==> src/rtl/spi_ctl_pkg.sv <==
package spi_ctl_pkg;

    typedef enum logic [1:0] {
        ST_IDLE  = 2'd0,
        ST_SHIFT = 2'd1,
        ST_HOLD  = 2'd2
    } eng_state_t;

    localparam logic [7:0] OFS_CFG    = 8'h00;
    localparam logic [7:0] OFS_STATUS = 8'h01;
    localparam logic [7:0] OFS_DIV    = 8'h02;
    localparam logic [7:0] OFS_TXQ    = 8'h08;
    localparam logic [7:0] OFS_RXD    = 8'h10;

    localparam int CFG_HALT   = 0;
    localparam int CFG_IRQEN  = 1;
    localparam int CFG_CPOL   = 2;
    localparam int CFG_CPHA   = 3;
    localparam int CFG_LSB    = 4;
    localparam int CFG_MANSEL = 5;
    localparam int CFG_SELLVL = 6;
    localparam int CFG_W      = 7;

endpackage

==> src/rtl/spi_ctl_fifo.sv <==
module spi_ctl_fifo #(
    parameter int W     = 8,
    parameter int DEPTH = 8
) (
    input  logic               clk,
    input  logic               rst_n,
    input  logic               push_i,
    input  logic [W-1:0]       data_i,
    input  logic               pop_i,
    output logic [W-1:0]       head_o,
    output logic [$clog2(DEPTH):0] count_o,
    output logic               full_o,
    output logic               empty_o
);
    localparam int AW = $clog2(DEPTH);

    logic [W-1:0]  mem [DEPTH];
    logic [AW-1:0] wp, rp;
    logic [AW:0]   cnt;
    logic          do_push, do_pop;

    assign full_o  = (cnt == (AW+1)'(DEPTH));
    assign empty_o = (cnt == '0);
    assign count_o = cnt;
    assign head_o  = mem[rp];
    assign do_push = push_i && !full_o;
    assign do_pop  = pop_i && !empty_o;

    always_ff @(posedge clk) begin
        if (do_push) mem[wp] <= data_i;
    end

    always_ff @(posedge clk or negedge rst_n) begin
        if (!rst_n) begin
            wp  <= '0;
            rp  <= '0;
            cnt <= '0;
        end else begin
            if (do_push) wp <= wp + 1'b1;
            if (do_pop)  rp <= rp + 1'b1;
            unique case ({do_push, do_pop})
                2'b10:   cnt <= cnt + 1'b1;
                2'b01:   cnt <= cnt - 1'b1;
                default: cnt <= cnt;
            endcase
        end
    end

    AST_FULL_DROP: assert property (@(posedge clk) disable iff (!rst_n)
        (push_i && full_o && !pop_i) |=> (full_o && cnt == $past(cnt)));
    AST_POP_NONEMPTY: assert property (@(posedge clk) disable iff (!rst_n)
        pop_i |-> !empty_o);

endmodule

==> src/rtl/spi_ctl_engine.sv <==
module spi_ctl_engine
    import spi_ctl_pkg::*;
#(
    parameter int W           = 8,
    parameter int DIV_W       = 8,
    parameter int MAX_DIV_LOG = 15
) (
    input  logic             clk,
    input  logic             rst_n,
    input  logic             halt_i,
    input  logic             cpol_i,
    input  logic             cpha_i,
    input  logic             lsb_i,
    input  logic [DIV_W-1:0] div_i,
    input  logic             q_empty_i,
    input  logic [W-1:0]     q_head_i,
    input  logic             miso_i,
    output logic             pop_o,
    output logic             sclk_o,
    output logic             mosi_o,
    output logic             sel_o,
    output logic             done_o,
    output logic [W-1:0]     rx_o
);
    localparam int CNT_W  = MAX_DIV_LOG + 1;
    localparam int EFF_W  = $clog2(MAX_DIV_LOG + 1);
    localparam int EDGE_W = $clog2(2 * W);
    localparam int LAST_E = 2 * W - 1;

    eng_state_t st, st_nx;

    logic [CNT_W-1:0]  cnt, half_len;
    logic [EFF_W-1:0]  eff;
    logic [EDGE_W-1:0] edge_idx;
    logic [W-1:0]      tx_sr, rx_sr, rx_nx, rx_q;
    logic              sclk_q;
    logic              tick, last_edge, is_sample, is_shift;

    // half-period length, divider clamped to MAX_DIV_LOG
    always_comb begin
        if (div_i > DIV_W'(MAX_DIV_LOG)) eff = EFF_W'(MAX_DIV_LOG);
        else                             eff = EFF_W'(div_i);
        half_len = CNT_W'(1) << eff;
    end

    assign tick      = (cnt == half_len - 1'b1);
    assign last_edge = (edge_idx == EDGE_W'(LAST_E));
    assign is_sample = (edge_idx[0] == cpha_i);
    assign is_shift  = !is_sample && (edge_idx != '0) && !last_edge;
    assign rx_nx     = lsb_i ? {miso_i, rx_sr[W-1:1]} : {rx_sr[W-2:0], miso_i};

    // next state and strobes
    always_comb begin
        st_nx  = st;
        pop_o  = 1'b0;
        done_o = 1'b0;
        if (halt_i) begin
            st_nx = ST_IDLE;
        end else begin
            unique case (st)
                ST_IDLE: begin
                    if (!q_empty_i) begin
                        pop_o = 1'b1;
                        st_nx = ST_SHIFT;
                    end
                end
                ST_SHIFT: begin
                    if (tick && last_edge) begin
                        done_o = 1'b1;
                        if (!q_empty_i) pop_o = 1'b1;
                        else            st_nx = ST_HOLD;
                    end
                end
                ST_HOLD: begin
                    if (tick) st_nx = ST_IDLE;
                end
                default: st_nx = ST_IDLE;
            endcase
        end
    end

    // state register and datapath
    always_ff @(posedge clk or negedge rst_n) begin
        if (!rst_n) begin
            st       <= ST_IDLE;
            cnt      <= '0;
            edge_idx <= '0;
            sclk_q   <= 1'b0;
            tx_sr    <= '0;
            rx_sr    <= '0;
            rx_q     <= '0;
        end else begin
            st <= st_nx;
            if (halt_i || st == ST_IDLE) begin
                sclk_q   <= cpol_i;
                cnt      <= '0;
                edge_idx <= '0;
            end else begin
                cnt <= tick ? '0 : cnt + 1'b1;
                if (st == ST_SHIFT && tick) begin
                    sclk_q   <= ~sclk_q;
                    edge_idx <= last_edge ? '0 : edge_idx + 1'b1;
                    if (is_sample) rx_sr <= rx_nx;
                    if (is_shift)  tx_sr <= lsb_i ? (tx_sr >> 1) : (tx_sr << 1);
                    if (last_edge) rx_q  <= is_sample ? rx_nx : rx_sr;
                end
            end
            if (pop_o) tx_sr <= q_head_i;
        end
    end

    // outputs
    always_comb begin
        sclk_o = sclk_q;
        mosi_o = lsb_i ? tx_sr[0] : tx_sr[W-1];
        sel_o  = (st != ST_IDLE);
        rx_o   = rx_q;
    end

    AST_HALT_IDLE: assert property (@(posedge clk) disable iff (!rst_n)
        halt_i |=> (sclk_o == $past(cpol_i)) && !sel_o);
    AST_SCLK_REST: assert property (@(posedge clk) disable iff (!rst_n)
        (st == ST_IDLE && $past(st == ST_IDLE) && $stable(cpol_i)) |-> (sclk_o == cpol_i));
    AST_HOLD_EXIT: assert property (@(posedge clk) disable iff (!rst_n)
        (st == ST_HOLD && !halt_i && !tick) |=> (st == ST_HOLD));

endmodule

==> src/rtl/spi_master_ctrl.sv <==
module spi_master_ctrl
    import spi_ctl_pkg::*;
#(
    parameter int DATA_W      = 8,
    parameter int FIFO_DEPTH  = 8,
    parameter int MAX_DIV_LOG = 15
) (
    input  logic              clk,
    input  logic              rst_n,
    input  logic              bus_wr,
    input  logic              bus_rd,
    input  logic [7:0]        bus_addr,
    input  logic [DATA_W-1:0] bus_wdata,
    output logic [DATA_W-1:0] bus_rdata,
    output logic              irq,
    output logic              sclk,
    output logic              mosi,
    input  logic              miso,
    output logic              ss_n
);
    localparam int QC_W = $clog2(FIFO_DEPTH) + 1;
    localparam int HALF = FIFO_DEPTH / 2;

    logic [CFG_W-1:0]  cfg;
    logic [DATA_W-1:0] div;
    logic              rx_ready;
    logic              q_push, q_pop, q_full, q_empty;
    logic [DATA_W-1:0] q_head, rx_byte;
    logic [QC_W-1:0]   q_count;
    logic              eng_sel, eng_done, q_half;
    logic [DATA_W-1:0] status;

    assign q_push = bus_wr && (bus_addr == OFS_TXQ);
    assign q_half = (q_count >= QC_W'(HALF));
    assign status = {{(DATA_W-3){1'b0}}, q_half, eng_sel, rx_ready};

    always_ff @(posedge clk or negedge rst_n) begin
        if (!rst_n) begin
            cfg      <= '0;
            div      <= '1;
            rx_ready <= 1'b0;
        end else begin
            if (bus_wr && bus_addr == OFS_CFG) cfg <= bus_wdata[CFG_W-1:0];
            if (bus_wr && bus_addr == OFS_DIV) div <= bus_wdata;
            if (eng_done)
                rx_ready <= 1'b1;
            else if ((bus_rd && bus_addr == OFS_RXD) ||
                     (bus_wr && bus_addr == OFS_STATUS && bus_wdata[0]))
                rx_ready <= 1'b0;
        end
    end

    always_comb begin
        unique case (bus_addr)
            OFS_CFG:    bus_rdata = DATA_W'(cfg);
            OFS_STATUS: bus_rdata = status;
            OFS_DIV:    bus_rdata = div;
            OFS_RXD:    bus_rdata = rx_byte;
            default:    bus_rdata = '0;
        endcase
    end

    assign irq  = rx_ready && cfg[CFG_IRQEN];
    assign ss_n = cfg[CFG_MANSEL] ? cfg[CFG_SELLVL] : !eng_sel;

    spi_ctl_fifo #(.W(DATA_W), .DEPTH(FIFO_DEPTH)) u_txq (
        .clk     (clk),
        .rst_n   (rst_n),
        .push_i  (q_push),
        .data_i  (bus_wdata),
        .pop_i   (q_pop),
        .head_o  (q_head),
        .count_o (q_count),
        .full_o  (q_full),
        .empty_o (q_empty)
    );

    spi_ctl_engine #(.W(DATA_W), .DIV_W(DATA_W), .MAX_DIV_LOG(MAX_DIV_LOG)) u_eng (
        .clk       (clk),
        .rst_n     (rst_n),
        .halt_i    (cfg[CFG_HALT]),
        .cpol_i    (cfg[CFG_CPOL]),
        .cpha_i    (cfg[CFG_CPHA]),
        .lsb_i     (cfg[CFG_LSB]),
        .div_i     (div),
        .q_empty_i (q_empty),
        .q_head_i  (q_head),
        .miso_i    (miso),
        .pop_o     (q_pop),
        .sclk_o    (sclk),
        .mosi_o    (mosi),
        .sel_o     (eng_sel),
        .done_o    (eng_done),
        .rx_o      (rx_byte)
    );

    AST_READY_SRC: assert property (@(posedge clk) disable iff (!rst_n)
        $rose(rx_ready) |-> $past(eng_done));
    AST_AUTO_SEL_HALT: assert property (@(posedge clk) disable iff (!rst_n)
        ($past(cfg[CFG_HALT]) && cfg[CFG_HALT] && !cfg[CFG_MANSEL]) |-> ss_n);
    AST_NO_POP_HALT: assert property (@(posedge clk) disable iff (!rst_n)
        cfg[CFG_HALT] |-> !q_pop);
    AST_QUEUE_BOUND: assert property (@(posedge clk) disable iff (!rst_n)
        q_count <= QC_W'(FIFO_DEPTH));

endmodule

==> config.mk <==
export PLATFORM = sky130hd
export DESIGN_NAME = spi_master_ctrl
export DESIGN_NICKNAME = d
export VERILOG_FILES = /design/src/rtl/spi_ctl_pkg.sv /design/src/rtl/spi_ctl_fifo.sv /design/src/rtl/spi_ctl_engine.sv /design/src/rtl/spi_master_ctrl.sv
export SDC_FILE = /design/constraint.sdc
export NUM_CORES = 1
export LEC_CHECK = 0
export CELL_PAD_IN_SITES_DETAIL_PLACEMENT = 0
export CELL_PAD_IN_SITES_GLOBAL_PLACEMENT = 1
export CORE_ASPECT_RATIO = 2
export CORE_MARGIN = 4
export CORE_UTILIZATION = 45
export DETAILED_ROUTE_END_ITERATION = 10
export DONT_BUFFER_PORTS = 1
export GPL_TIMING_DRIVEN = 0
export PLACE_DENSITY_LB_ADDON = 0.1
export SLEW_MARGIN = 40
export SYNTH_ARGS = -nofsm -noshare
export SYNTH_HDL_FRONTEND = slang
export SYNTH_SLANG_ARGS = --single-unit
==> constraint.sdc <==
create_clock -name clk -period 7.3 [get_ports clk]
set_clock_uncertainty 0.1 [all_clocks]
set_input_delay 0 -clock clk [delete_from_list [all_inputs] [get_ports clk]]
set_output_delay 0 -clock clk [all_outputs]
set_load 0.03 [all_outputs]
# Yosys cells after proc, flatten, opt, wreduce, memory -nomap -nowiden
# Memories as Yosys holds them, arrays and structs flattened.
# Cells that the tools add are included.
# totals
ram_bits,64
memories,1
output_inout_bits,12
reg_bits,73
wordCells,113
inputBits,21
# memory_table
name,words,word_bits,rd,rd_clocked_by_memory_dff,wr,line_no,source
u_txq.mem,8,8,1,0,1,spi_ctl_fifo.sv:17,logic [W-1:0] mem [DEPTH];
# classes
n_eq_ne,17
n_lt_le_gt_ge,2
add_sub_neg,7
n_bitwise,2
muxes,36
shifts,1
n_reduce_logical,34
# op_table
operator,count
$mux W8,7
$mux W16,2
$pmux W8 S4,1
$add A16 B1 Y16 const B,1
$eq A16 B16 Y1,1
$mux W4,4
$shl A1 B4 Y16 const A,1
$sub A16 B1 Y16 const B,1
$mux W1,14
$logic_and A1 B1 Y1,13
$reduce_bool A2 Y1,6
$mux W2,5
$ne A3 B2 Y1 const B,3
$add A4 B1 Y4 const B,2
$eq A4 B4 Y1 const B,2
$eq A8 B1 Y1 const B,1
$eq A8 B2 Y1 const B,1
$eq A8 B4 Y1 const B,1
$eq A8 B5 Y1 const B,1
$gt A8 B4 Y1 const B,1
$logic_not A8 Y1,1
$pmux W4 S2,1
$add A3 B1 Y3 const B,2
$pmux W2 S3,1
17 further kinds,26

# Depth between registers and ports, before layout
# logic_depth
word_depth,12
ltp_mapped,22
depth_no_buf,18

# By module
# A second synthesis with hierarchy kept.
# hier_totals
hier_cells,607
area_unflattened_um2,7334.5
# by_module_without_submodules
module,cells_per_inst,instances,area_each_um2
spi_ctl_engine,367,1,3231.8
spi_ctl_fifo,160,1,3124.2
spi_master_ctrl,80,1,978.4

# Worst setup path after synthesis
# Ideal clock, no wire load.
# synth_timing
kind,reg-to-reg
start,register div[0]
end,register u_txq.cnt[2] (netlist: u_txq.count_o[2])
path_slack_ns,2.665
setup_ns,0.126
arrival_time_ns,4.409
path_stages_with_launch,22
cell_sequence,dfstp_2 clkbuf_1 buf_1 nand4_1 ha_1 clkbuf_1 clkbuf_1 a21oi_1 o22ai_1 a32o_1 o2111ai_1 nor3_1 o21ai_0 buf_2 inv_1 ha_1 xor2_1 ha_1 a21oi_1 xor2_1 nor2_1 xor2_1
# synth_between
elab_chain_cells,12
elab_cells_between_ends,14
# synth_lines
item,line_no,source
start: declaration,spi_master_ctrl.sv:25,logic [DATA_W-1:0] div;
start signal: assignment,spi_master_ctrl.sv:44,if (bus_wr && bus_addr == OFS_DIV) div <= bus_wdata;
$gt A8 B4 Y1,spi_ctl_engine.sv:41,if (div_i > DIV_W'(MAX_DIV_LOG)) eff = EFF_W'(MAX_DIV_LOG);
$mux W4 (*),spi_ctl_engine.sv:41,
$shl A1 B4 Y16 (*),spi_ctl_engine.sv:43,half_len = CNT_W'(1) << eff;
$sub A16 B1 Y16 (*),spi_ctl_engine.sv:46,assign tick = (cnt == half_len - 1'b1);
$eq A16 B16 Y1 (*),spi_ctl_engine.sv:46,
$logic_and A1 B1 Y1 (*),spi_ctl_engine.sv:68,if (tick && last_edge) begin
$mux W1 (*),spi_ctl_engine.sv:68,
$pmux W1 S2 (*),spi_ctl_engine.sv:60,unique case (st)
$mux W1 (*),spi_ctl_engine.sv:57,if (halt_i) begin
$logic_and A1 B1 Y1 (*),spi_ctl_fifo.sv:27,assign do_pop = pop_i && !empty_o;
net u_txq.do_pop,spi_ctl_fifo.sv:20,"logic do_push, do_pop;"
$eq A2 B1 Y1 / $eq A2 B2 Y1 (equally long branches),spi_ctl_fifo.sv:41,"unique case ({do_push, do_pop})"
$pmux W4 S2 / $reduce_bool A2 Y1 (equally long branches),-,
end signal: assignment,spi_ctl_fifo.sv:42,2'b10: cnt <= cnt + 1'b1;
end signal: assignment,spi_ctl_fifo.sv:43,2'b01: cnt <= cnt - 1'b1;
end signal: assignment,spi_ctl_fifo.sv:44,default: cnt <= cnt;
end: declaration,spi_ctl_fifo.sv:19,logic [AW:0] cnt;
# Mark *: on every way through the listed nets, which the timed path passes. The rest lies on a longest branch.
# A chain may end at the register's enable or synchronous reset.

# Worst setup path in the final report
# Same ends and word-level chain as after synthesis.

==> impl_metrics.tcl <==
set metrics [dict create \
    cts_setup_buffers 0 \
    cts_tree "built" \
    grt_max_degree 74 \
    path_buf_inv 6 \
    cts_buffers 17 \
    dp_hpwl_um 12100 \
    fmax_mhz 176 \
    grtUsageTotal_pct 20.5 \
    insertion_delay_ns 0.42 \
    die_y_um 183 \
    clockBufferDepth 2 \
    p_leak_nw 3.11 \
    worstSetupEndpointType "register" \
    pwr_density_cell_mw_per_mm2 307 \
    final_common_cell "nand2_1" \
    cap_violations 0 \
    rsz0062_at_grt "no" \
    hp-class "in2reg" \
    synth-main-ff-cell "dfrtp_1" \
    clkPwrFrac_pct 35.0 \
    fin_cells 823 \
    die_w_um 95.5 \
    finalHoldViolCount 3 \
    synthArstFlopShare_pct 53.3 \
    clk_pin_slew_ns 0.07 \
    place.gp.congestion 0.898 \
    path_class "reg2reg" \
    cts_root_buf "clkbuf_16" \
    synth_fp_nets 610 \
    ios 33 \
    drtPass1Iterations 4 \
    drive_gt1_share_pct 17.0 \
    core_area_mm2 0.0150 \
    rows 63 \
    diodes 0 \
    finalCritPeriodShare_pct 77.9 \
    io_buffers 0 \
    ir_drop_uv 168 \
    hold_slack_ns -0.00197 \
    switchingPower_mw 0.811 \
    worstPathCellList "clkbuf_1, buf_1, nand4_1, ha_1, clkbuf_1, clkbuf_1, o21ai_0, nand2_1, a32o_1, o2111ai_2, nor3_1, o21ai_0, buf_2, inv_1, ha_1, xor2_1, ha_1, a21oi_1, xor2_1, nor2_1, xor2_1" \
    grt_pass1_vias 4994 \
    dieArea_mm2 0.0175 \
    worst_path_largest_cell_delay_ns 0.52 \
    grt_first_pass_wirelength_um 27000 \
    tightest_slew_ns 0.808 \
    syn_to_final_growth_pct 15.5 \
    critPathRequiredTime_ns 7.50 \
    ant_nets 0 \
    slowest_stage "dfstp_2" \
    htreeDepth 4 \
    synthDistinctLibCells 64 \
    post-place-cells 775 \
    num-fill-cells 1344 \
    drt-vias-per-instance 5.78 \
    p_int_mw 1.63 \
    slew_violations 0 \
    crit_family "buffers and inverters" \
    syn_inst 580 \
    fin_crit_ns 5.69 \
    final_cell_mix "nand2_1, dfrtp_1, edfxtp_1" \
    start_util_pct 46.1 \
    violations "hold timing" \
    drc 0 \
    drt-total-wl_um 16400 \
    setup_viol 0 \
    syn-mean-instance-area_um2 11.9 \
    wl_per_cell_um 20.0 \
    syn_area_mm2 0.00690 \
    cp_data_arrival_time_ns 5.89 \
    seq_power_share_pct 40.3 \
    yosysSeqAreaShare_pct 54.5 \
    p_sw_share_pct 33.2 \
    yosys_warnings 0 \
    overflow 0 \
    route.vias.total 4754 \
    antenna_found_initial 0 \
    synth_edf_count 64 \
    slew_headroom_pct 46.0 \
    p_comb_share_pct 24.7 \
    worstPathMaxFanout 10 \
    clkSinkCount 137 \
    synth-seq-cells 137 \
    status "finished, violations left" \
    setup_tns_ns 0 \
    cp-start-kind "register" \
    nNetsFinal 645 \
    dr.first_iter.drc_count 215 \
]
-- cells by family after synthesis --
group	share of synthesized area (%)
DFF	54.5
muxes	15.7
and+or+nand+nor	14.1
xor gates and xnor gates	3.81
AOI/OAI and AO/OA	7.27
adders and majority gates	1.63
buffers and inverters	2.97
-- through the flow --
step	hold slack, ns	power [mW]	instance area [um2]	util, %	worst slack (ns)
finish	-0.00197	2.44	7960	53.2	1.61
global route	0.0201	2.59	7960	53.2	1.23
CTS	0.00121	2.47	7960	53.1	1.69
detailed placement	-0.393	1.59	7170	47.9	1.72
global placement	-0.394	1.57	7140	47.7	1.55
floorplan	-0.396	1.43	6900	-	2.66
-- layer usage --
layer | share of wire [%] | vias to the layer above | track usage, % | wire length, um
met2 | 57 | 124 | 37.4 | 9360
met3 | 4.4 | 28 | 3.94 | 716
met4 | 2.6 | 0 | 8.21 | 435
li1 | - | 2213 | - | -
met5 | 0 | - | 0 | 0
met1 | 36 | 2389 | 22.6 | 5910
-- final cells by class --
class / instances / area [um2] / area share, %
repair buffers: 16 / 178 / 2.23
clock inverters: 15 / 179 / 2.25
clock buffers: 17 / 425 / 5.34
inverters: 15 / 56.3 / 0.707
multi-input cells: 393 / 2970 / 37.3
well taps: 195 / 244 / 3.06
plain buffers: 35 / 150 / 1.89
flip-flops and latches: 137 / 3760 / 47.2
-- state kept, by name (all words and copies together), names as in the netlist --
| register | count |
|---|---|
| u_txq.mem | 64 |
| u_eng.cnt | 16 |
| div | 8 |
| u_eng.rx_o | 8 |
| u_eng.rx_sr | 8 |
| u_eng.tx_sr | 8 |
| cfg | 7 |
| u_eng.edge_idx | 4 |
| u_txq.count_o | 4 |
| u_txq.rp | 3 |
| u_txq.wp | 3 |
| u_eng.st | 2 |
| rx_ready | 1 |
| u_eng.sclk_o | 1 |
-- worst paths after layout --
check / startpoint / end / slack [ns] / cells after the start
setup / recovery: div[0]$_DFFE_PN1P_ / u_txq.count_o[2]$_DFFE_PN0P_ / 1.61 / 21
hold / removal: bus_wr / cfg[6]$_DFFE_PN0P_ / -0.002 / 2
hold reg to reg: u_eng.rx_o[6]$_DFFE_PN0P_ / u_eng.rx_o[6]$_DFFE_PN0P_ / 0.40 / 1
max in group asynchronous: rst_n / div[3]$_DFFE_PN1P_ / 6.69 / 2
setup reg to reg: div[0]$_DFFE_PN1P_ / u_txq.count_o[2]$_DFFE_PN0P_ / 1.61 / 21
min in group asynchronous: rst_n / u_eng.cnt[10]$_DFF_PN0_ / 0.01 / 2
-- power by group through the flow --
stage,clock [mW],sequential [mW],combinational (mW)
finish,0.854,0.984,0.603
global route,0.908,1.00,0.678
CTS,0.874,0.985,0.613
detailed placement,0,1.00,0.587
global placement,0,0.996,0.571
floorplan,0,0.971,0.460
-- synthesized netlist by cell type, types with 16 or more instances --
master	number	area, um2
nand2_1	68	255
nand3_1	20	100
mux4_2	16	360
o21ai_0	25	125
mux2i_1	34	340
mux2_2	32	360
edfxtp_1	64	1920
nor2_1	41	154
dfrtp_1	65	1630
clkbuf_1	27	101
-- timing repair --
item | CTS | global route
gates resized for setup | 0 | 0
hold endpoints to repair | 161 | 0
hold buffers | 16 | 0
Power figures use the tool's default switching activity.
